### src/rtl/nand_ecc_pkg.sv
package nand_ecc_pkg;

    typedef enum logic [1:0] {
        PH_DATA  = 2'd0,
        PH_CHECK = 2'd1,
        PH_DONE  = 2'd2
    } phase_e;

    typedef struct packed {
        phase_e      ph;
        logic [11:0] cnt;
        logic [1:0]  size;
        logic        verify;
        logic [1:0]  beat;
        logic [23:0] held;
        logic [15:0] par;
        logic [15:0] npar;
        logic [15:0] loc;
        logic        det;
        logic        multi;
        logic        chk;
        logic        done;
    } ecc_state_t;

    // number of data words in a page for a size code and word width
    function automatic logic [12:0] data_words(input logic [1:0] size, input int word_w);
        logic [12:0] bytes;
        bytes = 13'd512 << size;
        return (word_w == 16) ? (bytes >> 1) : bytes;
    endfunction

    // position bits that exist for a size code and word width
    function automatic logic [15:0] pos_mask(input logic [1:0] size, input int word_w);
        int          abits;
        logic [15:0] wm;
        abits = 9 + int'(size) - ((word_w == 16) ? 1 : 0);
        wm    = ((16'd1 << abits) - 16'd1) << 4;
        return wm | ((word_w == 16) ? 16'h000F : 16'h0007);
    endfunction

endpackage

### src/rtl/nand_ecc_word_par.sv
module nand_ecc_word_par #(
    parameter int WORD_W = 8
) (
    input  logic [WORD_W-1:0] word_i,
    input  logic [11:0]       widx_i,
    output logic [15:0]       p_o,
    output logic [15:0]       np_o
);
    logic xall;
    assign xall = ^word_i;

    // offset bits: fold the word bits whose index has bit k set / clear
    for (genvar k = 0; k < 4; k++) begin : g_off
        always_comb begin
            p_o[k]  = 1'b0;
            np_o[k] = 1'b0;
            for (int b = 0; b < WORD_W; b++) begin
                if (b[k]) p_o[k]  = p_o[k] ^ word_i[b];
                else      np_o[k] = np_o[k] ^ word_i[b];
            end
        end
    end

    // word-address bits: whole-word parity steered by the index bit
    for (genvar k = 4; k < 16; k++) begin : g_addr
        assign p_o[k]  = widx_i[k-4] & xall;
        assign np_o[k] = ~widx_i[k-4] & xall;
    end

endmodule

### src/rtl/nand_ecc_classify.sv
module nand_ecc_classify (
    input  logic [15:0] comp_par_i,
    input  logic [15:0] comp_npar_i,
    input  logic [31:0] stored_i,
    input  logic [15:0] mask_i,
    output logic [15:0] loc_o,
    output logic        det_o,
    output logic        multi_o,
    output logic        chk_o
);
    logic [15:0] syn_p;
    logic [15:0] syn_np;
    logic        is_zero;
    logic        is_fix;
    logic        is_one;

    always_comb begin
        syn_p   = comp_par_i ^ stored_i[15:0];
        syn_np  = comp_npar_i ^ stored_i[31:16];
        is_zero = (syn_p == 16'd0) && (syn_np == 16'd0);
        is_fix  = (syn_np == (~syn_p & mask_i)) && ((syn_p & ~mask_i) == 16'd0);
        is_one  = $onehot({syn_np, syn_p});
        loc_o   = syn_p;
        det_o   = !is_zero;
        chk_o   = is_one;
        multi_o = !is_zero && !is_fix && !is_one;
    end

endmodule

### src/rtl/nand_page_ecc.sv
module nand_page_ecc
    import nand_ecc_pkg::*;
#(
    parameter int WORD_W = 8
) (
    input  logic              clk_i,
    input  logic              rst_ni,
    input  logic              cfg_we_i,
    input  logic [1:0]        cfg_size_i,
    input  logic              page_start_i,
    input  logic              page_verify_i,
    input  logic              beat_valid_i,
    input  logic [WORD_W-1:0] beat_data_i,
    output logic              done_o,
    output logic [15:0]       par_o,
    output logic [15:0]       npar_o,
    output logic [15:0]       loc_o,
    output logic              err_det_o,
    output logic              err_multi_o,
    output logic              err_chk_o
);
    localparam int CHK_LAST = 3;

    ecc_state_t q, d;

    logic [15:0] mask;
    logic [11:0] last_idx;
    logic [15:0] wp, wnp;
    logic [15:0] c_loc;
    logic        c_det, c_multi, c_chk;

    assign mask     = pos_mask(q.size, WORD_W);
    assign last_idx = 12'(data_words(q.size, WORD_W) - 13'd1);

    nand_ecc_word_par #(.WORD_W(WORD_W)) u_wpar (
        .word_i (beat_data_i),
        .widx_i (q.cnt),
        .p_o    (wp),
        .np_o   (wnp)
    );

    nand_ecc_classify u_cls (
        .comp_par_i  (q.par),
        .comp_npar_i (q.npar),
        .stored_i    ({beat_data_i[7:0], q.held}),
        .mask_i      (mask),
        .loc_o       (c_loc),
        .det_o       (c_det),
        .multi_o     (c_multi),
        .chk_o       (c_chk)
    );

    always_comb begin
        d      = q;
        d.done = 1'b0;
        if (cfg_we_i || page_start_i) begin
            d.ph    = PH_DATA;
            d.cnt   = '0;
            d.beat  = '0;
            d.held  = '0;
            d.par   = '0;
            d.npar  = '0;
            d.loc   = '0;
            d.det   = 1'b0;
            d.multi = 1'b0;
            d.chk   = 1'b0;
            if (cfg_we_i) begin
                d.size   = cfg_size_i;
                d.verify = 1'b0;
            end
            if (page_start_i) d.verify = page_verify_i;
        end else if (beat_valid_i) begin
            case (q.ph)
                PH_DATA: begin
                    d.par  = q.par ^ wp;
                    d.npar = q.npar ^ (wnp & mask);
                    if (q.cnt == last_idx) begin
                        if (q.verify) d.ph = PH_CHECK;
                        else begin
                            d.ph   = PH_DONE;
                            d.done = 1'b1;
                        end
                    end else begin
                        d.cnt = q.cnt + 12'd1;
                    end
                end
                PH_CHECK: begin
                    case (q.beat)
                        2'd0:    d.held[7:0]   = beat_data_i[7:0];
                        2'd1:    d.held[15:8]  = beat_data_i[7:0];
                        2'd2:    d.held[23:16] = beat_data_i[7:0];
                        default: d.held        = q.held;
                    endcase
                    d.beat = q.beat + 2'd1;
                    if (q.beat == 2'(CHK_LAST)) begin
                        d.ph    = PH_DONE;
                        d.done  = 1'b1;
                        d.loc   = c_loc;
                        d.det   = c_det;
                        d.multi = c_multi;
                        d.chk   = c_chk;
                    end
                end
                default: ;
            endcase
        end
    end

    always_ff @(posedge clk_i or negedge rst_ni) begin
        if (!rst_ni) begin
            q       <= '0;
            q.ph    <= PH_DATA;
        end else begin
            q <= d;
        end
    end

    assign done_o      = q.done;
    assign par_o       = q.par;
    assign npar_o      = q.npar;
    assign loc_o       = q.loc;
    assign err_det_o   = q.det;
    assign err_multi_o = q.multi;
    assign err_chk_o   = q.chk;

    assert_done_pulse_R4: assert property (@(posedge clk_i) disable iff (!rst_ni)
        done_o |=> !done_o);

    assert_cnt_range_R1: assert property (@(posedge clk_i) disable iff (!rst_ni)
        q.cnt <= last_idx);

    assert_clear_R2: assert property (@(posedge clk_i) disable iff (!rst_ni)
        (cfg_we_i || page_start_i) |=> (!err_det_o && par_o == 16'd0 && loc_o == 16'd0));

    assert_chk_single_R8: assert property (@(posedge clk_i) disable iff (!rst_ni)
        err_chk_o |-> (err_det_o && !err_multi_o));

    assert_multi_det_R9: assert property (@(posedge clk_i) disable iff (!rst_ni)
        err_multi_o |-> err_det_o);

    assert_ignore_after_done_R10: assert property (@(posedge clk_i) disable iff (!rst_ni)
        (q.ph == PH_DONE && !cfg_we_i && !page_start_i) |=> ($stable(par_o) && $stable(err_det_o) && !done_o));

endmodule

### config.mk
export PLATFORM = sky130hd
export DESIGN_NAME = nand_page_ecc
export DESIGN_NICKNAME = d
export VERILOG_FILES = /design/src/rtl/nand_ecc_pkg.sv /design/src/rtl/nand_ecc_word_par.sv /design/src/rtl/nand_ecc_classify.sv /design/src/rtl/nand_page_ecc.sv
export SDC_FILE = /design/constraint.sdc
export NUM_CORES = 1
export LEC_CHECK = 0
export CELL_PAD_IN_SITES_DETAIL_PLACEMENT = 2
export CELL_PAD_IN_SITES_GLOBAL_PLACEMENT = 2
export CORE_UTILIZATION = 36
export DETAILED_ROUTE_END_ITERATION = 7
export GPL_ROUTABILITY_DRIVEN = 0
export PLACE_DENSITY = 0.85
export SLEW_MARGIN = 10
export SYNTH_ARGS = -nofsm -noshare
export SYNTH_HDL_FRONTEND = slang
export SYNTH_SLANG_ARGS = --single-unit
### constraint.sdc
create_clock -name clk_i -period 6.3 [get_ports clk_i]
set_clock_uncertainty 0.1 [all_clocks]
set_input_delay 0.63 -clock clk_i [delete_from_list [all_inputs] [get_ports clk_i]]
set_output_delay 0.63 -clock clk_i [all_outputs]
set_load 0.005 [all_outputs]
==> flow_summary.json <==
{
  "status": "finished with violations",
  "pre_cts_ws_ps": -52.3,
  "finish.instance_area_sq_mm": 0.00759,
  "fp.dieH_um": 139,
  "clock_tree_sinks": 93,
  "number_of_flops_mapped_to_enable_cells_by_yosys": 0,
  "fill_cell_count": 1980,
  "max-clock-path-buffers": 2,
  "synth_area_leader_cell": "sky130_fd_sc_hd__dfrtp_1",
  "tritoncts": "done",
  "seq_power_share_pct": 34.9,
  "worst_path_max_delay_cell": "sky130_fd_sc_hd__clkdlybuf4s50_1",
  "postCtsResizedCells": 0,
  "routedWlPerCell_um": 23.5,
  "finalCritPeriodShare_pct": 93.8,
  "biggest_cell_delay_along_the_critical_path_ps": 640,
  "cp_max_fo": 6,
  "portBuffers": 65,
  "crit_family": "adder cells",
  "synthTopCellsByArea": "sky130_fd_sc_hd__dfrtp_1 (35%), sky130_fd_sc_hd__ha_1 (8.4%), sky130_fd_sc_hd__fa_1 (7.7%)",
  "place_hpwl_um": 17200,
  "cellPowerDensity_mw_per_mm2": 236,
  "total_power_mw": 1.79,
  "top_level_pins": 68,
  "critical_path.startpoint_type": "input pin",
  "mean_cell_area_of_the_mapped_netlist_sq_um": 9.10,
  "fp_rows": 49,
  "place_area_sq_mm": 0.00728,
  "worstPathCellList": "clkdlybuf4s50_1, xnor2_1, inv_1, ha_1, inv_1, fa_1, inv_1, fa_1, inv_1, fa_1, fa_1, fa_1, inv_1, ha_1, inv_1, fa_1, a211oi_1, mux2_2, nand4b_1, a22oi_1, a31oi_1",
  "final_hold_viol_count": 0,
  "timing_worst_slew_pin_value_ps": 879,
  "synth_most_common_cell": "sky130_fd_sc_hd__dfrtp_1",
  "critical_path_required_ps": 6410,
  "tritoncts.num_buffers": 9,
  "layout-area-overhead-vs-synth_pct": 12.6,
  "grt_max_degree": 67,
  "clock_power_share_pct": 33.2,
  "timing.setup.critical_path_class": "input pin to register",
  "fin_nets": 833,
  "antenna_violating_nets_remaining": 0,
  "layout_min_cycle_time_ps": 5910,
  "timing.slew.headroom_pct": 41.0,
  "synth_ff_type": "sky130_fd_sc_hd__dfrtp_1",
  "syn-instance-count": 741,
  "routed_wirelength_um": 23000,
  "vias_in_the_first_global_route": 6289,
  "unrepaired_setup_endpoints_after_global_routing": "false",
  "worst_setup_hold_path_clk_slew_ps": 70,
  "via_count": 5512,
  "rr_worst_depth": 18,
  "maxCapViolations": 0,
  "sum_of_overflow_across_all_layers_after_global_routing": 0,
  "power.combinational.fraction_pct": 31.9,
  "maxSlewViolCount": 0,
  "proportion_of_synthesized_chip_area_in_sequential_cells_pct": 34.5,
  "timing.hold.worst.class": "input pin to async pin",
  "cell_internal_pwr_mw": 1.15,
  "fmax_mhz": 169,
  "antenna_found_initial": 0,
  "synth-async-reset-ratio_pct": 100,
  "r2r-start": "par_o[15]$_DFFE_PN0P_",
  "cts_setup_buffers": 0,
  "psw_mw": 0.639,
  "core_area_sq_mm": 0.0181,
  "drtIter0Drc": 304,
  "routed_via_density": 5.62,
  "drt-pass1-iter-count": 6,
  "worst_ir_drop_vdd_mv": 0.138,
  "cts_root_buffer": "sky130_fd_sc_hd__clkbuf_16",
  "finalSetupViolations": 0,
  "synthesis.yosys.warnings": 0,
  "grt_pass1_wl_um": 36700,
  "htreeDepth": 3,
  "final_critical_path_setup_slack_ps": 393,
  "effective_utilization_at_floorplan_pct": 37.1,
  "synthDistinctLibCells": 59,
  "drcViolationCount": 10,
  "ctsHoldBuffers": 0,
  "n_antenna_cell": 0,
  "synth_seq_cells": 93,
  "arrival_ps": 6020,
  "clock_insertion_delay_worst_skew_ps": 370,
  "post_synth_instance_area_sq_mm": 0.00674,
  "drive_gt1_share_pct": 6.13,
  "die-area_sq_mm": 0.0193,
  "die_w_um": 139,
  "critPathCaptureType": "register",
  "violated_checks": "DRC",
  "synth.top_cell.area_share_pct": 34.5,
  "critPathBufInv": 7,
  "r2r-end": "err_multi_o$_DFFE_PN0P_",
  "setup.reg_to_reg.worst_slack_ps": 440,
  "groute.usage.overall_pct": 25.2,
  "synthTopCellsByCount": "sky130_fd_sc_hd__dfrtp_1 (93), sky130_fd_sc_hd__inv_1 (88), sky130_fd_sc_hd__nand2_1 (74)",
  "power.share.switching_pct": 35.7,
  "p_leak_nw": 3.35
}
==> cell usage in the layout (no fill, tap or decap), types with 2 or more instances in the layout <==
cell type	instances
sky130_fd_sc_hd__a211oi_1	2
sky130_fd_sc_hd__a21o_1	2
sky130_fd_sc_hd__a21oi_1	51
sky130_fd_sc_hd__and3_1	6
sky130_fd_sc_hd__buf_4	20
sky130_fd_sc_hd__clkbuf_16	9
sky130_fd_sc_hd__clkdlybuf4s50_1	64
sky130_fd_sc_hd__conb_1	2
sky130_fd_sc_hd__dfrtp_1	93
sky130_fd_sc_hd__fa_1	26
sky130_fd_sc_hd__ha_1	45
sky130_fd_sc_hd__inv_1	88
sky130_fd_sc_hd__inv_6	3
sky130_fd_sc_hd__mux2_2	3
sky130_fd_sc_hd__mux2i_1	4
sky130_fd_sc_hd__nand2_1	74
sky130_fd_sc_hd__nand3_1	35
sky130_fd_sc_hd__nand4_1	21
sky130_fd_sc_hd__nor2_1	25
sky130_fd_sc_hd__nor2b_1	2
sky130_fd_sc_hd__nor3_1	2
sky130_fd_sc_hd__nor3b_1	3
sky130_fd_sc_hd__nor4_1	4
sky130_fd_sc_hd__o21ai_0	19
sky130_fd_sc_hd__o311ai_0	6
sky130_fd_sc_hd__o311ai_1	6
sky130_fd_sc_hd__o31ai_1	20
sky130_fd_sc_hd__or3_1	9
sky130_fd_sc_hd__or4_1	11
sky130_fd_sc_hd__xnor2_1	45
sky130_fd_sc_hd__xor2_1	17
==> how the worst max path moves through the flow <==
stage                    from                 endpoint  slack (ps)  depth (start not counted)
2_1_floorplan  beat_data_i[5]  err_multi_o$_DFFE_PN0P_        1070                         21
3_3_place_gp   beat_data_i[2]  err_multi_o$_DFFE_PN0P_         410                         21
3_5_place_dp   beat_data_i[5]  err_multi_o$_DFFE_PN0P_         -50                         21
4_1_cts        beat_data_i[5]  err_multi_o$_DFFE_PN0P_         300                         21
5_1_grt        beat_data_i[2]  err_multi_o$_DFFE_PN0P_          70                         21
6_report       beat_data_i[2]  err_multi_o$_DFFE_PN0P_         390                         21
==> logic make-up (layout without fill, tap and decap cells) <==
family / after synthesis / after routing / share of synthesized area, %
xor gates and xnor gates: 64 / 64 / 8.31
AOI/OAI and AO/OA: 122 / 122 / 11.5
buffers and inverters: 179 / 188 / 13.2
muxes: 8 / 8 / 1.26
and+or+nand+nor: 203 / 203 / 15.1
DFF: 93 / 93 / 34.5
adders and majority gates: 71 / 71 / 16.1
other: 1 / 2 / 0.0556
==> power groups by stage <==
stage | logic (mW) | registers, mW | clock network (mW)
floorplan | 0.384 | 0.627 | 0
global placement | 0.495 | 0.635 | 0
detailed placement | 0.563 | 0.636 | 0
CTS | 0.574 | 0.625 | 0.604
global route | 0.645 | 0.627 | 0.624
finish | 0.571 | 0.625 | 0.594
==> area by class of cell <==
type	instances	area (sq um)	share of cell area, %
sequential	93	2330	30.6
multi-input combinational	470	3550	46.7
timing repair buffer	84	791	10.4
clock inverter	6	80.1	1.05
inverter	88	330	4.35
clock buffer	10	229	3.02
tap	229	287	3.77
==> sequential cells by signal, indices dropped and copies added (netlist names) <==
signal,cells
done_o,1
err_chk_o,1
err_det_o,1
err_multi_o,1
loc_o,16
npar_o,15
par_o,15
q,43
==> layer usage <==
layer  global-route usage [%]  vias up  part of all wire [%]
met4                     11.9        0                   4.2
li1                         -     2433                     -
met5                        0        -                     0
met2                     43.7      147                    51
met1                     30.3     2880                    41
met3                     4.42       52                   4.2
==> worst reg2reg max path: cells and delay by family, from the launching register on <==
kind	cells	cell delay [ps]
compound gates	3	510
xor+xnor	1	620
fa+ha+maj	8	3340
buf+inv	4	350
flops	1	450
mux	1	180
simple gates	1	130
==> stage by stage <==
stage | cells | hold slack, ps | setup TNS, ps | util [%]
2_1_floorplan | 742 | 234 | 0 | -
3_5_place_dp | 964 | 374 | -52.3 | 40.1
5_1_grt | 980 | 164 | 0 | 41.8
3_3_place_gp | 964 | 362 | 0 | 40.1
6_report | 980 | 133 | 0 | 41.8
4_1_cts | 980 | 147 | 0 | 41.8
Note: power is estimated with default switching activity, not from simulation.
